File: src/rtl/da_pkg.sv
package da_pkg;
  typedef enum logic {ST_IDLE, ST_RUN} da_state_e;

  // signed field idx of width w from a packed coefficient vector
  function automatic int coef_val(input logic [1023:0] packed_c, input int idx, input int w);
    logic [1023:0] sh;
    logic [31:0]   raw;
    int            v;
    sh  = packed_c >> (idx * w);
    raw = sh[31:0] & ((32'd1 << w) - 32'd1);
    v   = int'(raw);
    if (raw[w-1]) v = v - (1 << w);
    return v;
  endfunction
endpackage

File: src/rtl/da_shift_bank.sv
module da_shift_bank #(
  parameter int K = 4,
  parameter int N = 8
) (
  input  logic           clk_i,
  input  logic           rst_ni,
  input  logic           load_i,
  input  logic           shift_i,
  input  logic [K*N-1:0] data_i,
  output logic [K-1:0]   bits_o
);
  for (genvar k = 0; k < K; k++) begin : g_lane
    logic [N-1:0] sr_q;
    always_ff @(posedge clk_i or negedge rst_ni) begin
      if (!rst_ni)      sr_q <= '0;
      else if (load_i)  sr_q <= data_i[k*N +: N];
      else if (shift_i) sr_q <= sr_q >> 1;
    end
    assign bits_o[k] = sr_q[0];
  end
endmodule

File: src/rtl/da_half_rom.sv
module da_half_rom
  import da_pkg::*;
#(
  parameter int               K      = 4,
  parameter int               COEF_W = 16,
  parameter logic [K*COEF_W-1:0] COEFS = '0,
  parameter int               TW     = COEF_W + $clog2(K)
) (
  input  logic [K-1:0]          bits_i,
  output logic signed [TW-1:0]  term_o
);
  localparam int HW = 1 << (K - 1);

  // half of the +/-1 weighted coefficient sum, input 0 taken as +1
  function automatic int half_word(input int a);
    int s;
    s = coef_val(1024'(COEFS), 0, COEF_W);
    for (int k = 1; k < K; k++) begin
      if (a[k-1]) s = s + coef_val(1024'(COEFS), k, COEF_W);
      else        s = s - coef_val(1024'(COEFS), k, COEF_W);
    end
    return s >>> 1;
  endfunction

  logic signed [TW-1:0] words [HW];
  for (genvar a = 0; a < HW; a++) begin : g_word
    localparam logic signed [TW-1:0] WORD = TW'(half_word(a));
    assign words[a] = WORD;
  end

  logic [K-2:0] idx;
  always_comb begin
    idx    = bits_i[0] ? bits_i[K-1:1] : ~bits_i[K-1:1];
    term_o = bits_i[0] ? words[idx] : -words[idx];
  end
endmodule

File: src/rtl/da_scale_acc.sv
module da_scale_acc #(
  parameter int                 TW     = 18,
  parameter int                 SH     = 7,
  parameter int                 AW     = TW + SH,
  parameter logic signed [AW-1:0] OFFSET = '0
) (
  input  logic                  clk_i,
  input  logic                  rst_ni,
  input  logic                  init_i,
  input  logic                  step_i,
  input  logic                  sign_i,
  input  logic signed [TW-1:0]  term_i,
  output logic signed [AW-1:0]  sum_o
);
  logic signed [AW-1:0] acc_q;
  logic signed [AW:0]   term_w, acc_w, sum_w;

  always_comb begin
    term_w = (AW+1)'(term_i) <<< SH;
    acc_w  = (AW+1)'(acc_q);
    sum_w  = sign_i ? acc_w - term_w : acc_w + term_w;
    sum_o  = sum_w[AW-1:0];
  end

  always_ff @(posedge clk_i or negedge rst_ni) begin
    if (!rst_ni)                 acc_q <= '0;
    else if (init_i)             acc_q <= OFFSET;
    else if (step_i && !sign_i)  acc_q <= sum_o >>> 1;
  end

  assert_no_overflow_R7: assert property (@(posedge clk_i) disable iff (!rst_ni)
    step_i |-> (sum_w[AW] == sum_w[AW-1]));
endmodule

File: src/rtl/da_dot_product.sv
module da_dot_product
  import da_pkg::*;
#(
  parameter int K         = 4,
  parameter int N         = 8,
  parameter int COEF_W    = 16,
  parameter logic [K*COEF_W-1:0] COEFS = {16'h070A, 16'h3CCD, 16'hECCD, 16'h2E14},
  parameter int G         = $clog2(K),
  parameter int TW        = COEF_W + G,
  parameter int RES_W     = TW + N - 1
) (
  input  logic                     clk_i,
  input  logic                     rst_ni,
  input  logic                     start_i,
  input  logic [K*N-1:0]           x_i,
  output logic signed [RES_W-1:0]  result_o,
  output logic                     valid_o
);
  localparam int CNT_W = (N > 1) ? $clog2(N) : 1;

  function automatic int coef_total();
    int s;
    s = 0;
    for (int k = 0; k < K; k++) s = s + coef_val(1024'(COEFS), k, COEF_W);
    return s;
  endfunction

  localparam int HALF_SUM = coef_total() >>> 1;
  localparam logic signed [RES_W-1:0] OFFSET =
    RES_W'(longint'(-HALF_SUM) * (longint'(1) << (N - 1)));

  da_state_e            state_q;
  logic [CNT_W-1:0]     cnt_q;
  logic                 accept, run, last;
  logic [K-1:0]         bits;
  logic signed [TW-1:0] term;
  logic signed [RES_W-1:0] sum;

  assign accept = start_i && (state_q == ST_IDLE);
  assign run    = (state_q == ST_RUN);
  assign last   = run && (cnt_q == CNT_W'(N - 1));

  always_ff @(posedge clk_i or negedge rst_ni) begin
    if (!rst_ni) begin
      state_q <= ST_IDLE;
      cnt_q   <= '0;
    end else if (accept) begin
      state_q <= ST_RUN;
      cnt_q   <= '0;
    end else if (last) begin
      state_q <= ST_IDLE;
    end else if (run) begin
      cnt_q <= cnt_q + 1'b1;
    end
  end

  da_shift_bank #(.K(K), .N(N)) i_bank (
    .clk_i(clk_i), .rst_ni(rst_ni), .load_i(accept), .shift_i(run),
    .data_i(x_i), .bits_o(bits)
  );

  da_half_rom #(.K(K), .COEF_W(COEF_W), .COEFS(COEFS), .TW(TW)) i_rom (
    .bits_i(bits), .term_o(term)
  );

  da_scale_acc #(.TW(TW), .SH(N - 1), .AW(RES_W), .OFFSET(OFFSET)) i_acc (
    .clk_i(clk_i), .rst_ni(rst_ni), .init_i(accept), .step_i(run),
    .sign_i(last), .term_i(term), .sum_o(sum)
  );

  always_ff @(posedge clk_i or negedge rst_ni) begin
    if (!rst_ni) begin
      result_o <= '0;
      valid_o  <= 1'b0;
    end else begin
      valid_o <= last;
      if (last) result_o <= sum;
    end
  end

  assert_valid_pulse_R3: assert property (@(posedge clk_i) disable iff (!rst_ni)
    valid_o |=> !valid_o);
  assert_valid_after_sign_R3: assert property (@(posedge clk_i) disable iff (!rst_ni)
    $rose(valid_o) |-> $past(run) && ($past(cnt_q) == CNT_W'(N - 1)));
  assert_result_hold_R4: assert property (@(posedge clk_i) disable iff (!rst_ni)
    !valid_o |-> $stable(result_o));
  assert_start_ignored_R5: assert property (@(posedge clk_i) disable iff (!rst_ni)
    (run && !last && start_i) |=> run && (cnt_q == $past(cnt_q) + 1'b1));
endmodule

File: config.mk
export PLATFORM = sky130hd
export DESIGN_NAME = da_dot_product
export DESIGN_NICKNAME = d
export VERILOG_FILES = /design/src/rtl/da_pkg.sv /design/src/rtl/da_shift_bank.sv /design/src/rtl/da_half_rom.sv /design/src/rtl/da_scale_acc.sv /design/src/rtl/da_dot_product.sv
export SDC_FILE = /design/constraint.sdc
export NUM_CORES = 1
export LEC_CHECK = 0
export ABC_AREA = 1
export CAP_MARGIN = 20
export CORE_UTILIZATION = 56
export DETAILED_ROUTE_END_ITERATION = 10
export PLACE_DENSITY = 0.77
export SLEW_MARGIN = 20
export SYNTH_ARGS = -nofsm -noshare
export SYNTH_HDL_FRONTEND = slang
export SYNTH_SLANG_ARGS = --single-unit
export TNS_END_PERCENT = 100
File: constraint.sdc
create_clock -name clk_i -period 4.14 [get_ports clk_i]
set_clock_uncertainty 0.05 [all_clocks]
set_input_delay 0.414 -clock clk_i [delete_from_list [all_inputs] [get_ports clk_i]]
set_output_delay 0.414 -clock clk_i [all_outputs]
set_load 0.05 [all_outputs]
* After elaboration in Yosys (flattened, before gate mapping) *
Memories as Yosys holds them, arrays and structs flattened.
Index checks and enable logic that the tools add are counted.

word-level totals
  flip-flop bits (word level) = 87
  bits in read-only memories = 144
  input port bits = 35
  output and inout port bits = 26
  word-level logic and storage cells = 48
  memories kept = 1

memories
  memory            words  width  rd ports  clocked after Yosys merged registers in  write ports  RTL line           text
  (name not given)  8      18     1         0                                        0            da_half_rom.sv:34  term_o = bits_i[0] ? words[idx] : -words[idx];

operators by class
  add/subtract/negate cells = 4
  order comparisons = 1
  equality and inequality tests = 2
  multiplexer cells = 20
  bitwise operators = 3
  reduce and logical (&&, ||, !) cells = 8

operators by type and width
  kind                   number
  $mux W25               3
  $mux W8                8
  $mux W18               3
  $add A25 B25 Y25       1
  $sub A25 B25 Y25       1
  $neg A18 Y18           1
  $mux W3                4
  $reduce_bool A2 Y1     3
  $ge A4 B4 Y1 const B   1
  $not A3 Y4             1
  $add A3 B1 Y3 const B  1
  $eq A3 B3 Y1 const B   1
  $logic_and A1 B1 Y1    3
  $not A3 Y3             1
  $mux W1                2
  $ne A2 B2 Y1 const B   1
  $reduce_and A2 Y1      1
  $logic_not A1 Y1       1
  $not A1 Y1             1

* Longest topological paths before layout *
  depth in word-level cells = 12
  mapped depth = 30
  depth with buffers taken out = 30

* Cells and area by module *
A second synthesis with hierarchy kept.

unflattened totals
  cell total of the unflattened synthesis = 763
  area total of the unflattened synthesis = 5689.2 um^2

by module, submodules not included
  module          times used  cells each  area an instance (um^2)  sequential area each (um^2)
  da_scale_acc    1           363         2433.6                   600.6
  da_shift_bank   1           177         1462.7                   800.8
  da_dot_product  1           131         1188.6                   750.7
  da_half_rom     1           92          604.3                    0.0

* Worst setup path before layout *
Ideal clock, no wire load.

  kind = flip-flop to flip-flop
  from = reg i_bank.g_lane[0].sr_q[0]
  to = reg i_acc.acc_q[18]
  library setup time = 0.118 ns
  data arrival time = 3.511 ns
  data required time = 3.972 ns
  slack = 0.461 ns
  stages on the path, launching flop included = 25
  path buffers = 1
  period minus slack after synthesis = 3.679 ns
  cell sequence = dfrtp_1 > buf_6 > nand2_2 > nand2_4 > nor2_2 > nand2_1 > nand2_1 > inv_1 > ha_1 > or2_2 > nand2_1 > ha_1 > inv_1 > o21ai_0 > xnor2_1 > ha_1 > nand2_1 > inv_1 > a21boi_0 > nor2_1 > nor2_1 > nand2_1 > or2_2 > nand3_1 > nand2_1

between the ends
  word-level cells in the longest chain between the ends = 11
  elaborated cells between the ends (all ways) = 12
  classes of those cells = add/sub (3); mux (7); bitwise (1); memory (1)

ends and longest elaborated chain
  what                                                         RTL line             text
  start: declaration                                           da_shift_bank.sv:13  logic [N-1:0] sr_q;
  start signal: assignment                                     da_shift_bank.sv:16  else if (load_i) sr_q <= data_i[k*N +: N];
  start signal: assignment                                     da_shift_bank.sv:17  else if (shift_i) sr_q <= sr_q >> 1;
  $mux W3                                                      da_half_rom.sv:33    idx = bits_i[0] ? bits_i[K-1:1] : ~bits_i[K-1:1];
  $not A3 Y4 (implied by the code)                             da_half_rom.sv:34
  $mem_v2 Z8 W18                                               -
  $mux W18 (implied by the code) (2 in series)                 da_half_rom.sv:34
  $neg A18 Y18                                                 da_half_rom.sv:34
  $mux W18 *                                                   da_half_rom.sv:34
  $add A25 B25 Y25 / $sub A25 B25 Y25 (equally long branches)  da_scale_acc.sv:21   sum_w = sign_i ? acc_w - term_w : acc_w + term_w;
  $mux W25 *                                                   da_scale_acc.sv:21
  $mux W25 *                                                   da_scale_acc.sv:28   else if (step_i && !sign_i) acc_q <= sum_o >>> 1;
  $mux W25 *                                                   da_scale_acc.sv:27   else if (init_i) acc_q <= OFFSET;
  end signal: assignment                                       da_scale_acc.sv:28
  end: declaration                                             da_scale_acc.sv:15   logic signed [AW-1:0] acc_q;

Every way passes the cells marked *; elsewhere a longest branch is shown, timed or not. The select of a mux whose other input is x is not followed.
A chain may end at the register's enable or synchronous reset.

* Final worst setup path *
  from = reg i_bank.g_lane[0].sr_q[0]
  to = reg result_o[19]

between the ends
  word-level cells in the longest chain between the ends = 9
  elaborated cells between the ends (all ways) = 10
  classes of those cells = add/sub (3); mux (5); bitwise (1); memory (1)

ends and longest elaborated chain
  what                                                         RTL line              text
  $mux W3                                                      da_half_rom.sv:33
  $not A3 Y4 (implied by the code)                             da_half_rom.sv:34
  $mem_v2 Z8 W18                                               -
  $mux W18 (implied by the code) (2 in series)                 da_half_rom.sv:34
  $neg A18 Y18                                                 da_half_rom.sv:34
  $mux W18 *                                                   da_half_rom.sv:34
  $add A25 B25 Y25 / $sub A25 B25 Y25 (equally long branches)  da_scale_acc.sv:21
  $mux W25 *                                                   da_scale_acc.sv:21
  end signal: assignment                                       da_dot_product.sv:77  if (last) result_o <= sum;
  end: declaration                                             da_dot_product.sv:16  output logic signed [RES_W-1:0] result_o,

Marked as above.

==> metrics <==
CP required=4.34 ns; vias in the first global route=4263; fmax=~0.26 GHz; Initial Util=between 50% and 60%; CTS tree=done; initial antenna violation count=0; Worst-path clk slew=0.10 ns; CTS sink cnt=86; Routability Congestion=0.8960; Main synth FF type=dfrtp_1; Synth Instances=around 620; TritonRoute pass-1 iters=4; Hold Fails Final Rpt=0; Yosys reg bits=86; Clock Tree Buf Depth=2; CP startpoint kind=register; via/cell ratio=5.427; WP data arrival=4.03 ns; core area=8341 um2; post-route minimum period=3.829 ns; postcts setup bufs=0; grt total ovfl=0; placement row count=33; routed wire length=11.32 mm; fin crit share=between 90% and 100%; max-cap violations=0; worst skew pair latency=0.36 ns; FF+latch area=2153 um2; Routed Antenna Nets=0; Post-Syn Area=between 4000 and 5000 um2; largest net degree at the start of global routing=52; post-synth top area share=43.72%; status=finished, final reports clean; Post-synth ARST share=100.0%; dpl hpwl=roughly 8.6 mm; Post-synth top cells=nand2_1, dfrtp_1, inv_1; total number of vias=about 4300; die width=95.76 um; Synth cell types=37; Synthesized Nets=676; Synth area leaders=dfrtp_1, nand2_1, ha_1, inv_1, nand3_1; type of the most critical hold path=in -> async; mean post-synth cell area=7.952 um2; Multi-input gate area=2431 um2; first-pass GRT wire length=19.71 mm; TNS Setup=0 ns; NumNets Final=737; Root Driver=clkbuf_8; # port buffers=60; critical path type=reg -> reg; drc violations=0; clock buffer count from CTS=9; layout cells sized above 1=9.489%; RSZ-0062 raised after global routing=false; Seq/Total Area, Yosys=43.72%; setup violators final=0; WL/cell=14.33 um; worst-margin pin slew=0.8755 ns; synth warn=0; Crit. End Element=register; ant diodes=0; GRT Total Usage=28.06%; critical path fanouts, max=9; Core Util, Final=70.15%; fillers=680; Die Footprint=9169 um2; CTS H-tree lvls=3; max-slew violation count=0; CTS Hold Bufs=0; most frequent cell after synthesis=nand2_1; # IOs=61; die extent in y=95.76 um; 1st-iter DRT viols=218; Synth area leader=dfrtp_1; slew margin rel.=41.57%; Layout area overhead=18.86%; number of synthesized flops with an enable pin=0
## routing by layer
metal,up-vias,track usage [%],share of wire [%]
met4,0,11.07,1.8
met5,-,0,0
met2,105,47.08,47
met3,22,3.555,4.0
met1,2026,36.87,47
li1,2134,-,-
## worst max-delay path, stage by stage, from the launching register on
cell      delay [ns]
dfrtp_2         0.47
buf_4           0.19
nand2_1         0.07
nand2_1         0.10
nor2_4          0.13
nand2_1         0.11
nand2_1         0.09
inv_1           0.04
ha_1            0.25
or2_2           0.30
nand2_1         0.09
ha_2            0.20
inv_1           0.04
o21ai_1         0.14
xnor2_1         0.13
ha_1            0.30
nand2_2         0.11
inv_1           0.04
a21boi_1        0.17
nor2_1          0.06
nor2_1          0.11
nand2_1         0.10
or2_2           0.29
nand3_1         0.08
nand2_1         0.05
## sequential cells by signal (all words and copies together), names as in the netlist
name                cells
run                     1
i_bank.g_lane.sr_q     32
i_acc.acc_q            24
valid_o                 1
result_o               25
cnt_q                   3
## cells by family after synthesis
group / after synthesis / synth area share [%]
compound gates: 101 / 12.58
xor+xnor: 26 / 5.160
fa+ha+maj: 22 / 5.745
buf+inv: 93 / 7.549
flops: 86 / 43.72
simple gates: 291 / 25.24
## through the flow
step / cell area [um2] / instances / setup slack [ns] / hold slack [ns]
final: 5851 / 790 / 0.3109 / 0.009532
after global routing: 5851 / 790 / 0.001916 / 0.06829
after CTS: 5817 / 790 / 0.09856 / 0.03448
after detailed placement: 5634 / 774 / 0.1018 / 0.4140
after global placement: 5634 / 774 / 0.2073 / 0.4120
after floorplan: 4922 / 619 / 0.4610 / 0.06841
## repair_timing
item,4_1_cts,5_1_grt
hold endpoints to repair,0,0
setup endpoints to repair,0,21
resized for setup,0,12
## final timing paths
path,startpoint,depth (start not counted),slack [ns],end
worst max-delay path,i_bank.g_lane[0].sr_q[0]$_DFFE_PN0P_,24,0.31,result_o[19]$_DFFE_PN0P_
worst min-delay path,rst_ni,1,0.01,result_o[5]$_DFFE_PN0P_
worst max register to register,i_bank.g_lane[0].sr_q[0]$_DFFE_PN0P_,24,0.31,result_o[19]$_DFFE_PN0P_
worst min register to register,result_o[21]$_DFFE_PN0P_,2,0.43,result_o[21]$_DFFE_PN0P_
max in group asynchronous,rst_ni,2,3.10,i_bank.g_lane[0].sr_q[0]$_DFFE_PN0P_
min in group clk_i,result_o[21]$_DFFE_PN0P_,2,0.43,result_o[21]$_DFFE_PN0P_
## final cells by class
type	count	share of cell area, %
clock buffers	11	2.417
clock inverters	5	0.7057
inverters	72	4.641
multi-input cells	440	41.55
flip-flops and latches	86	36.81
well taps	105	2.246
repair buffers	71	11.63
## placed cells by master, fill, tap and decap left out, types with 2 or more instances in the layout
cell type,count
a21o_1,2
a21oi_1,21
a22o_1,3
a31oi_1,4
buf_4,12
clkbuf_8,10
clkdlybuf4s50_1,59
clkinv_1,3
clkinvlp_4,2
dfrtp_1,85
ha_1,18
ha_2,2
inv_1,66
inv_2,2
inv_6,2
nand2_1,200
nand2_2,14
nand3_1,36
nand3_2,5
nand4_1,6
nor2_1,19
nor2_2,3
o211ai_1,16
o21ai_0,28
o21ai_1,5
o221ai_1,8
o22ai_1,11
or2_2,4
xnor2_1,6
xor2_1,18
Power is not shown: default switching activity piles up to over one toggle a cycle in this logic, so the estimate is an artifact.
